`src/rtl/wr_unlock_pkg.sv`:
```
package wr_unlock_pkg;

  localparam int CODE_ADDR_W = 13;
  localparam int CODE_DATA_W = 8;

  typedef enum logic [2:0] {
    ST_LOCKED,
    ST_STEP1,
    ST_STEP2,
    ST_OPEN_EMPTY,
    ST_OPEN_LOADED,
    ST_BUSY
  } ulk_state_e;

  // Which code step (1..3) a write matches; 0 when it matches none.
  function automatic logic [1:0] code_step(input logic [CODE_ADDR_W-1:0] a,
                                           input logic [CODE_DATA_W-1:0] d);
    if (a == 13'h1555 && d == 8'hAA) return 2'd1;
    if (a == 13'h0AAA && d == 8'h55) return 2'd2;
    if (a == 13'h1555 && d == 8'hA0) return 2'd3;
    return 2'd0;
  endfunction

  // Step the detector waits for in a given state.
  function automatic logic [1:0] wanted_step(input ulk_state_e s);
    case (s)
      ST_LOCKED: return 2'd1;
      ST_STEP1:  return 2'd2;
      ST_STEP2:  return 2'd3;
      default:   return 2'd0;
    endcase
  endfunction

endpackage

```
`src/rtl/ulk_powerup_gate.sv`:
```
module ulk_powerup_gate #(
  parameter int DELAY = 100000
) (
  input  logic clk,
  input  logic rst_n,
  output logic ready
);
  localparam int CNT_W = $clog2(DELAY + 2);

  logic [CNT_W-1:0] cnt;

  assign ready = (cnt == CNT_W'(DELAY));

  always_ff @(posedge clk or negedge rst_n) begin
    if (!rst_n)      cnt <= '0;
    else if (!ready) cnt <= cnt + 1'b1;
  end

endmodule

```
`src/rtl/ulk_gap_timer.sv`:
```
module ulk_gap_timer #(
  parameter int LIMIT = 1000
) (
  input  logic clk,
  input  logic rst_n,
  input  logic clear,
  input  logic run,
  output logic expired
);
  localparam int CNT_W = $clog2(LIMIT + 1);

  logic [CNT_W-1:0] cnt;

  assign expired = (cnt == CNT_W'(LIMIT - 1));

  always_ff @(posedge clk or negedge rst_n) begin
    if (!rst_n)                cnt <= '0;
    else if (clear)            cnt <= '0;
    else if (run && !expired)  cnt <= cnt + 1'b1;
  end

endmodule

```
`src/rtl/ulk_seq_fsm.sv`:
```
module ulk_seq_fsm
  import wr_unlock_pkg::*;
(
  input  logic                   clk,
  input  logic                   rst_n,
  input  logic                   write_ok,
  input  logic [CODE_ADDR_W-1:0] addr,
  input  logic [CODE_DATA_W-1:0] wdata,
  input  logic                   cycle_done,
  input  logic                   gap_expired,
  output logic                   gap_clear,
  output logic                   gap_run,
  output logic                   waiting,
  output logic                   data_accept,
  output logic                   dummy_cycle
);
  ulk_state_e st, st_nx;
  logic       acc_nx, dum_nx;
  logic [1:0] step;
  logic       step_ok;

  assign step    = code_step(addr, wdata);
  assign step_ok = (step == wanted_step(st));
  assign waiting = (st == ST_STEP1) || (st == ST_STEP2);
  assign gap_run = waiting || (st == ST_OPEN_EMPTY);

  always_comb begin
    st_nx     = st;
    acc_nx    = 1'b0;
    dum_nx    = 1'b0;
    gap_clear = 1'b0;
    case (st)
      ST_LOCKED, ST_STEP1, ST_STEP2: begin
        if (write_ok) begin
          if (step_ok) begin
            gap_clear = 1'b1;
            st_nx = (st == ST_LOCKED) ? ST_STEP1 :
                    (st == ST_STEP1)  ? ST_STEP2 : ST_OPEN_EMPTY;
          end else begin
            dum_nx = 1'b1;
            st_nx  = ST_BUSY;
          end
        end else if (waiting && gap_expired) begin
          dum_nx = 1'b1;
          st_nx  = ST_BUSY;
        end
      end
      ST_OPEN_EMPTY: begin
        if (cycle_done)       st_nx = ST_LOCKED;
        else if (write_ok) begin
          acc_nx = 1'b1;
          st_nx  = ST_OPEN_LOADED;
        end else if (gap_expired) st_nx = ST_LOCKED;
      end
      ST_OPEN_LOADED: begin
        if (cycle_done)    st_nx  = ST_LOCKED;
        else if (write_ok) acc_nx = 1'b1;
      end
      ST_BUSY: begin
        if (cycle_done) st_nx = ST_LOCKED;
      end
      default: st_nx = ST_LOCKED;
    endcase
  end

  always_ff @(posedge clk or negedge rst_n) begin
    if (!rst_n) begin
      st          <= ST_LOCKED;
      data_accept <= 1'b0;
      dummy_cycle <= 1'b0;
    end else begin
      st          <= st_nx;
      data_accept <= acc_nx;
      dummy_cycle <= dum_nx;
    end
  end

  // the two verdicts exclude each other
  a_r10_exclusive: assert property (@(posedge clk) disable iff (!rst_n)
    !(data_accept && dummy_cycle));

  // data is accepted only out of an unlocked state
  a_r4_accept_when_open: assert property (@(posedge clk) disable iff (!rst_n)
    data_accept |-> $past(st == ST_OPEN_EMPTY || st == ST_OPEN_LOADED));

  // the final code write is consumed silently
  a_r3_code_silent: assert property (@(posedge clk) disable iff (!rst_n)
    (write_ok && st == ST_STEP2 && step == 2'd3) |=> (!data_accept && !dummy_cycle));

  // a rejected cycle stays quiet until it ends
  a_r5_busy_quiet: assert property (@(posedge clk) disable iff (!rst_n)
    (st == ST_BUSY && !cycle_done) |=> (!data_accept && !dummy_cycle));

endmodule

```
`src/rtl/wr_unlock_detect.sv`:
```
module wr_unlock_detect
  import wr_unlock_pkg::*;
#(
  parameter int WINDOW_CYCLES = 1000,
  parameter int PWRUP_CYCLES  = 100000
) (
  input  logic                   clk,
  input  logic                   rst_n,
  input  logic                   wr_strobe,
  input  logic [CODE_ADDR_W-1:0] addr,
  input  logic [CODE_DATA_W-1:0] wdata,
  input  logic                   ce_n,
  input  logic                   oe_n,
  input  logic                   we_n,
  input  logic                   cycle_done,
  output logic                   data_accept,
  output logic                   dummy_cycle
);
  logic pwr_ready;
  logic inhibit;
  logic write_ok;
  logic gap_clear, gap_run, gap_expired;
  logic waiting;

  assign inhibit  = !oe_n || ce_n || we_n;
  assign write_ok = wr_strobe && !inhibit && pwr_ready;

  ulk_powerup_gate #(.DELAY(PWRUP_CYCLES)) u_pwr (
    .clk   (clk),
    .rst_n (rst_n),
    .ready (pwr_ready)
  );

  ulk_gap_timer #(.LIMIT(WINDOW_CYCLES)) u_gap (
    .clk     (clk),
    .rst_n   (rst_n),
    .clear   (gap_clear),
    .run     (gap_run),
    .expired (gap_expired)
  );

  ulk_seq_fsm u_fsm (
    .clk         (clk),
    .rst_n       (rst_n),
    .write_ok    (write_ok),
    .addr        (addr),
    .wdata       (wdata),
    .cycle_done  (cycle_done),
    .gap_expired (gap_expired),
    .gap_clear   (gap_clear),
    .gap_run     (gap_run),
    .waiting     (waiting),
    .data_accept (data_accept),
    .dummy_cycle (dummy_cycle)
  );

  // nothing comes out of a strobe seen before the settling count ends
  a_r1_powerup_hold: assert property (@(posedge clk) disable iff (!rst_n)
    !pwr_ready |=> (!data_accept && !dummy_cycle));

  // an inhibited strobe, outside a step window, yields no pulse
  a_r2_inhibit: assert property (@(posedge clk) disable iff (!rst_n)
    (wr_strobe && inhibit && !waiting) |=> (!data_accept && !dummy_cycle));

endmodule

```
`config.mk`:
```
export PLATFORM = sky130hd
export DESIGN_NAME = wr_unlock_detect
export DESIGN_NICKNAME = d
export VERILOG_FILES = /design/src/rtl/wr_unlock_pkg.sv /design/src/rtl/ulk_powerup_gate.sv /design/src/rtl/ulk_gap_timer.sv /design/src/rtl/ulk_seq_fsm.sv /design/src/rtl/wr_unlock_detect.sv
export SDC_FILE = /design/constraint.sdc
export NUM_CORES = 1
export LEC_CHECK = 0
export ABC_AREA = 1
export ABC_CLOCK_PERIOD_IN_PS = 3220
export BUFFER_PORTS_ARGS = -buffer_cell sky130_fd_sc_hd__buf_2
export CORE_ASPECT_RATIO = 0.9
export CORE_MARGIN = 2
export CORE_UTILIZATION = 56
export DETAILED_ROUTE_END_ITERATION = 8
export GPL_TIMING_DRIVEN = 0
export PLACE_DENSITY_LB_ADDON = 0.05
export SLEW_MARGIN = 0
export SYNTH_ARGS = -nofsm -noshare
export SYNTH_HDL_FRONTEND = slang
export SYNTH_SLANG_ARGS = --single-unit
```
`constraint.sdc`:
```
create_clock -name clk -period 3.22 [get_ports clk]
set_input_delay 0.644 -clock clk [delete_from_list [all_inputs] [get_ports clk]]
set_output_delay 0.644 -clock clk [all_outputs]
set_load 0.005 [all_outputs]
```
# Word level (Yosys, flattened, before mapping)
# Cells that the tools add are included.
# word_totals
output_inout_bits	2
latchBits	0
mem_count	0
rom_bits	0
ram_bits	0
elab_cells	78
register_bits	32
# op_classes
muxes	35
n_shift	0
div_mod_pow	0
reduce_logical	20
n_eq_ne	16
n_mul	0
n_lt_le_gt_ge	0
bitwise_logic	0
n_addsub	2
# ops
op	n
$mux 3	8
$mux 10	2
$add 17x1->17 const B	1
$eq 17x17->1 const B	1
$mux 1	17
$eq 8x8->1 const B	2
$eq 13x12->1 const B	1
$eq 13x13->1 const B	1
$mux 2	6
$add 10x1->10 const B	1
$eq 10x10->1 const B	1
$pmux 3 s3	1
$eq 8x7->1 const B	1
$logic_and 1x1->1	7
$eq 3x2->1 const B	2
$eq 3x3->1 const B	2
$pmux 2 s3	1
$logic_or 1x1->1	4
$ne 4x2->1 const B	1
$reduce_or 2->1	2
$eq 3x1->1 const B	1
$logic_not 1->1	3
$logic_not 3->1	1
$ne 3x1->1 const B	1
5 further kinds	5

# Logic depth before layout (Yosys ltp)
# depth
ltp_word	14
ltp_mapped	13
mapped_depth_nobuf	13

# Modules after synthesis
# From an unflattened synthesis, not the netlist that was laid out.
# hier_totals
hier_cells	339
hier_area_um2	2264.7
# by_module_without_submodules
module	n_inst	cells_per_inst	area_each_um2
ulk_powerup_gate	1	136	974.7
ulk_gap_timer	1	102	679.4
ulk_seq_fsm	1	96	583.1
wr_unlock_detect	1	5	27.5

# Least setup slack after synthesis
# OpenSTA, ideal clock, no wires.
# synth_timing
path_type	input -> register
from	input wdata[1]
to	register u_gap.cnt[6]
required_time_ps	3102
slack_ps	1505
setup_ps	118
stages	9
arrival_ps	1596
n_path_buf	0
cell_sequence	or2_2 > nor2_1 > nand3_1 > nand3_1 > nand3_2 > nor2_4 > nand2_4 > clkinv_4 > nor2_1
# synth_between
elab_chain_cells	13
# synth_rtl
element	line_no	text
start, declared	wr_unlock_detect.sv:11	input logic [CODE_DATA_W-1:0] wdata,
$eq 8x8->1	wr_unlock_pkg.sv:20	if (a == 13'h1555 && d == 8'hA0) return 2'd3;
$logic_and 1x1->1	wr_unlock_pkg.sv:20	
$mux 1 (2 in series)	wr_unlock_pkg.sv:20	
$mux 1	wr_unlock_pkg.sv:19	if (a == 13'h0AAA && d == 8'h55) return 2'd2;
$mux 2	wr_unlock_pkg.sv:21	return 2'd0;
$mux 2	wr_unlock_pkg.sv:20	
$mux 2 *	wr_unlock_pkg.sv:19	
$eq 2x2->1 *	ulk_seq_fsm.sv:23	assign step_ok = (step == wanted_step(st));
$mux 1 *	ulk_seq_fsm.sv:35	if (step_ok) begin
$mux 1 *	ulk_seq_fsm.sv:34	if (write_ok) begin
$mux 1 *	ulk_seq_fsm.sv:32	case (st)
$mux 10 / $reduce_bool 2->1 (equally long branches)	--	
end signal, assigned	ulk_gap_timer.sv:19	else if (run && !expired) cnt <= cnt + 1'b1;
end, declared	ulk_gap_timer.sv:12	logic [CNT_W-1:0] cnt;
# Mark *: on every way between the ends. The rest lies on a longest branch, timed or not. The select of a mux whose other input is x is not followed.
# A chain may end at the register's enable or synchronous reset.

# Worst setup path after layout
# layout_timing
from	register u_pwr.cnt[0]
to	register u_gap.cnt[2]
# layout_between
elab_chain_cells	5
# layout_rtl
element	line_no	text
start, declared	ulk_powerup_gate.sv:10	logic [CNT_W-1:0] cnt;
start signal, assigned	ulk_powerup_gate.sv:16	else if (!ready) cnt <= cnt + 1'b1;
$eq 17x17->1 *	ulk_powerup_gate.sv:12	assign ready = (cnt == CNT_W'(DELAY));
$logic_and 1x1->1 *	wr_unlock_detect.sv:26	assign write_ok = wr_strobe && !inhibit && pwr_ready;
$mux 1 *	ulk_seq_fsm.sv:34	
$mux 1 *	ulk_seq_fsm.sv:32	
$mux 10 / $reduce_bool 2->1 (equally long branches)	--	
# Mark *: on every way between the ends. The rest lies on a longest branch, timed or not.

==> key figures <==
CTS
  – Root buffer cell: clkbuf_8
  – Hold Buf Count CTS: 0
  – H-tree levels: 2
  – TritonCTS clock tree: done
  – CTS buffer count: 5
  – PostCTS Resize Cnt: 0
  – Clock Latency Late Sink: 0.29 ns
  – Setup bufs post-CTS: 0
  – Reg clk slew, reported paths: 0.07 ns
  – CTS Sinks: 32
  – Clk buf depth: 2

Floorplanning
  – Die X: 67.6 um
  – Initial Util: 59.5%
  – Die Span Y: 61.2 um
  – Core area: 3430 sq um
  – Core Rows: 20
  – Die area: 4140 sq um
  – Top Ports: 30

Power and ir drop
  – PD cells: 547 nW/um^2
  – Maximum vdd drop: 0.296 mV
  – Leakage: 0.00121 uW

Place
  – Placed Area: 2240 sq um
  – Post-DP HPWL: 2890 um
  – Buffers on Ports: 29
  – Pre-CTS setup slack: 1.25 ns
  – DP Cell Count: 352
  – Routability cong.: 0.850

Yosys
  – Average cell area after synthesis: 7.31 sq um
  – Main flop type after synthesis: dfrtp_1
  – Ys async rst share: 100%
  – Synthesized Nets: 310
  – Most common cell in the netlist: nand2_1
  – Synth area leader: dfrtp_1
  – Post-Syn Area: 2040 sq um
  – EDFF count, synth: 0
  – Synth top cells by count: 58 x nand2_1, 55 x nor2_1, 47 x inv_1, 32 x dfrtp_1, 16 x nand3_1
  – Synth Register Bits: 32
  – Warnings, synthesis: 0
  – Syn Inst Count: 279
  – Post-synthesis sequential area ratio: 39.3%
  – Synth top area cells: dfrtp_1 39%, nand2_1 11%, nor2_1 10%, inv_1 8.7%, xor2_1 6.0%
  – Yosys top cell area share: 39.3%
  – Distinct cell type count after synthesis: 27

STA
  – Maximum clock rate: 539 MHz
  – Worst Tran Pin Value: 0.707 ns
  – Slew Limit Fails: 0
  – Endpoints failing setup: 0
  – Clk_skew: 0.00547 ns
  – RSZ-0062 raised after global routing: no
  – Final hold vios: 0
  – Final worst setup slack: 1.37 ns
  – Tmin final: 1.85 ns
  – Max_slew headroom: 52.9%
  – Crit share post-route: 57.6%
  – Setup TNS Final: 0 ns

Global route
  – Tot GR Track Use: 22.3%
  – Largest net degree at the start of global routing: 33
  – Total gr overflow: 0
  – Number of global-route vias before repair: 1,620
  – Global-route wire length before repair: 6830 um
  – Initial antenna violation count: 0

Setup path
  – CP startpoint kind: flop
  – Crit path DAT: 2.03 ns
  – WS Path Type: flop to flop
  – Worst-path maximum fanout: 7
  – Critical Path End Type: flop
  – Worst Path Required: 3.40 ns

Drt
  – Post-route DRC: 0
  – Drt first pass iters: 4
  – Routed Wire Length: 3980 um
  – Wire per inst: 11.1 um
  – Post-DRT Antenna Nets: 0
  – Vias/cell: 4.88
  – Vias: 1,758
  – Starting DRT DRC Count: 118

Final layout
  – Layout area overhead: 15.1%
  – Finished Cell Area: 2350 sq um
  – Nets@finish: 346
  – Non-filler cells, final: 360
  – Share of cells above drive strength 1: 19.6%
  – Antenna diodes: 0

Worst hold path
  – Min-Delay Path Class: input port to async pin

Run
  – Max Cap Viol: 0

Status
  – Status: completed
## stage by stage
stage	utilization (%)	power [uW]	hold WS, ns
2_1_floorplan	-	814	0.348
3_3_place_gp	65.3	889	0.487
3_5_place_dp	65.3	899	0.492
4_1_cts	68.4	1290	0.427
5_1_grt	68.4	1360	0.465
6_report	68.4	1280	0.404
## placed cells by master (no fill, tap or decap), drive strengths merged
| master | instances |
|---|---|
| a2111oi | 1 |
| a21oi | 4 |
| and3 | 1 |
| buf | 30 |
| bufinv | 1 |
| clkbuf | 6 |
| clkinv | 2 |
| dfrtp | 32 |
| ha | 3 |
| inv | 49 |
| nand2 | 59 |
| nand3 | 19 |
| nand3b | 1 |
| nand4 | 8 |
| nor2 | 69 |
| nor3 | 7 |
| o21ai | 5 |
| or2 | 1 |
| xnor2 | 4 |
| xor2 | 14 |
## state kept, by name, indices dropped and copies added, names as in the netlist
register	cells
u_pwr.cnt	17
u_fsm.data_accept	1
u_fsm.dummy_cycle	1
u_fsm.st	3
u_gap.cnt	10
## layout make-up
cell class                 count  area (sq um)
timing repair buffer          29           145
tap                           44          55.1
fill                         277          1080
multi-input combinational    196          1030
inverter                      50           193
buffer                         1          11.3
clock inverter                 2          35.0
clock buffer                   6          72.6
sequential                    32           801
## critical path, stage by stage, from the launching register on
cell,delay [ns]
dfrtp_1,0.43
inv_1,0.07
ha_1,0.17
nand3_1,0.10
nor2_2,0.20
nand3_4,0.14
nor2_4,0.14
nand3_2,0.11
nor2_4,0.15
nand2_4,0.10
clkinv_4,0.09
nor2_1,0.04
## layer usage
| layer | wire length (um) | GRT usage, % | vias up |
|---|---|---|---|
| met5 | 0 | 0 | - |
| met4 | 71 | 9.62 | 0 |
| met3 | 161 | 4.75 | 11 |
| met2 | 1860 | 37.7 | 38 |
| met1 | 1890 | 27.8 | 786 |
| li1 | - | - | 923 |
## path summary, 6_finish.rpt
path	from	to	slack (ns)	depth (start not counted)
worst max-delay path	u_pwr.cnt[0]	u_gap.cnt[2]	1.37	11
worst min-delay path	rst_n	u_pwr.cnt[12]	0.40	1
worst max register to register	u_pwr.cnt[0]	u_gap.cnt[2]	1.37	11
worst min register to register	u_pwr.cnt[13]	u_pwr.cnt[13]	0.50	1
max in group asynchronous	rst_n	u_pwr.cnt[5]	2.36	1
min in group clk	u_pwr.cnt[13]	u_pwr.cnt[13]	0.50	1
## where the power goes
group	total (uW)	leakage [uW]	internal (uW)	switching (uW)
Combinational	392	0.000756	146	246
Sequential	507	0.000400	459	48.4
Clock	385	0.0000552	230	155
Total	1280	0.00121	835	449
## cell families after synthesis
group	after synthesis	share of synthesized area, %
AOI/OAI and AO/OA	10	3.01
buffers and inverters	51	10.0
xor gates and xnor gates	18	7.73
and+or+nand+nor	165	38.1
DFF	32	39.3
adders and majority gates	3	1.84
Power figures use the tool's default switching activity.
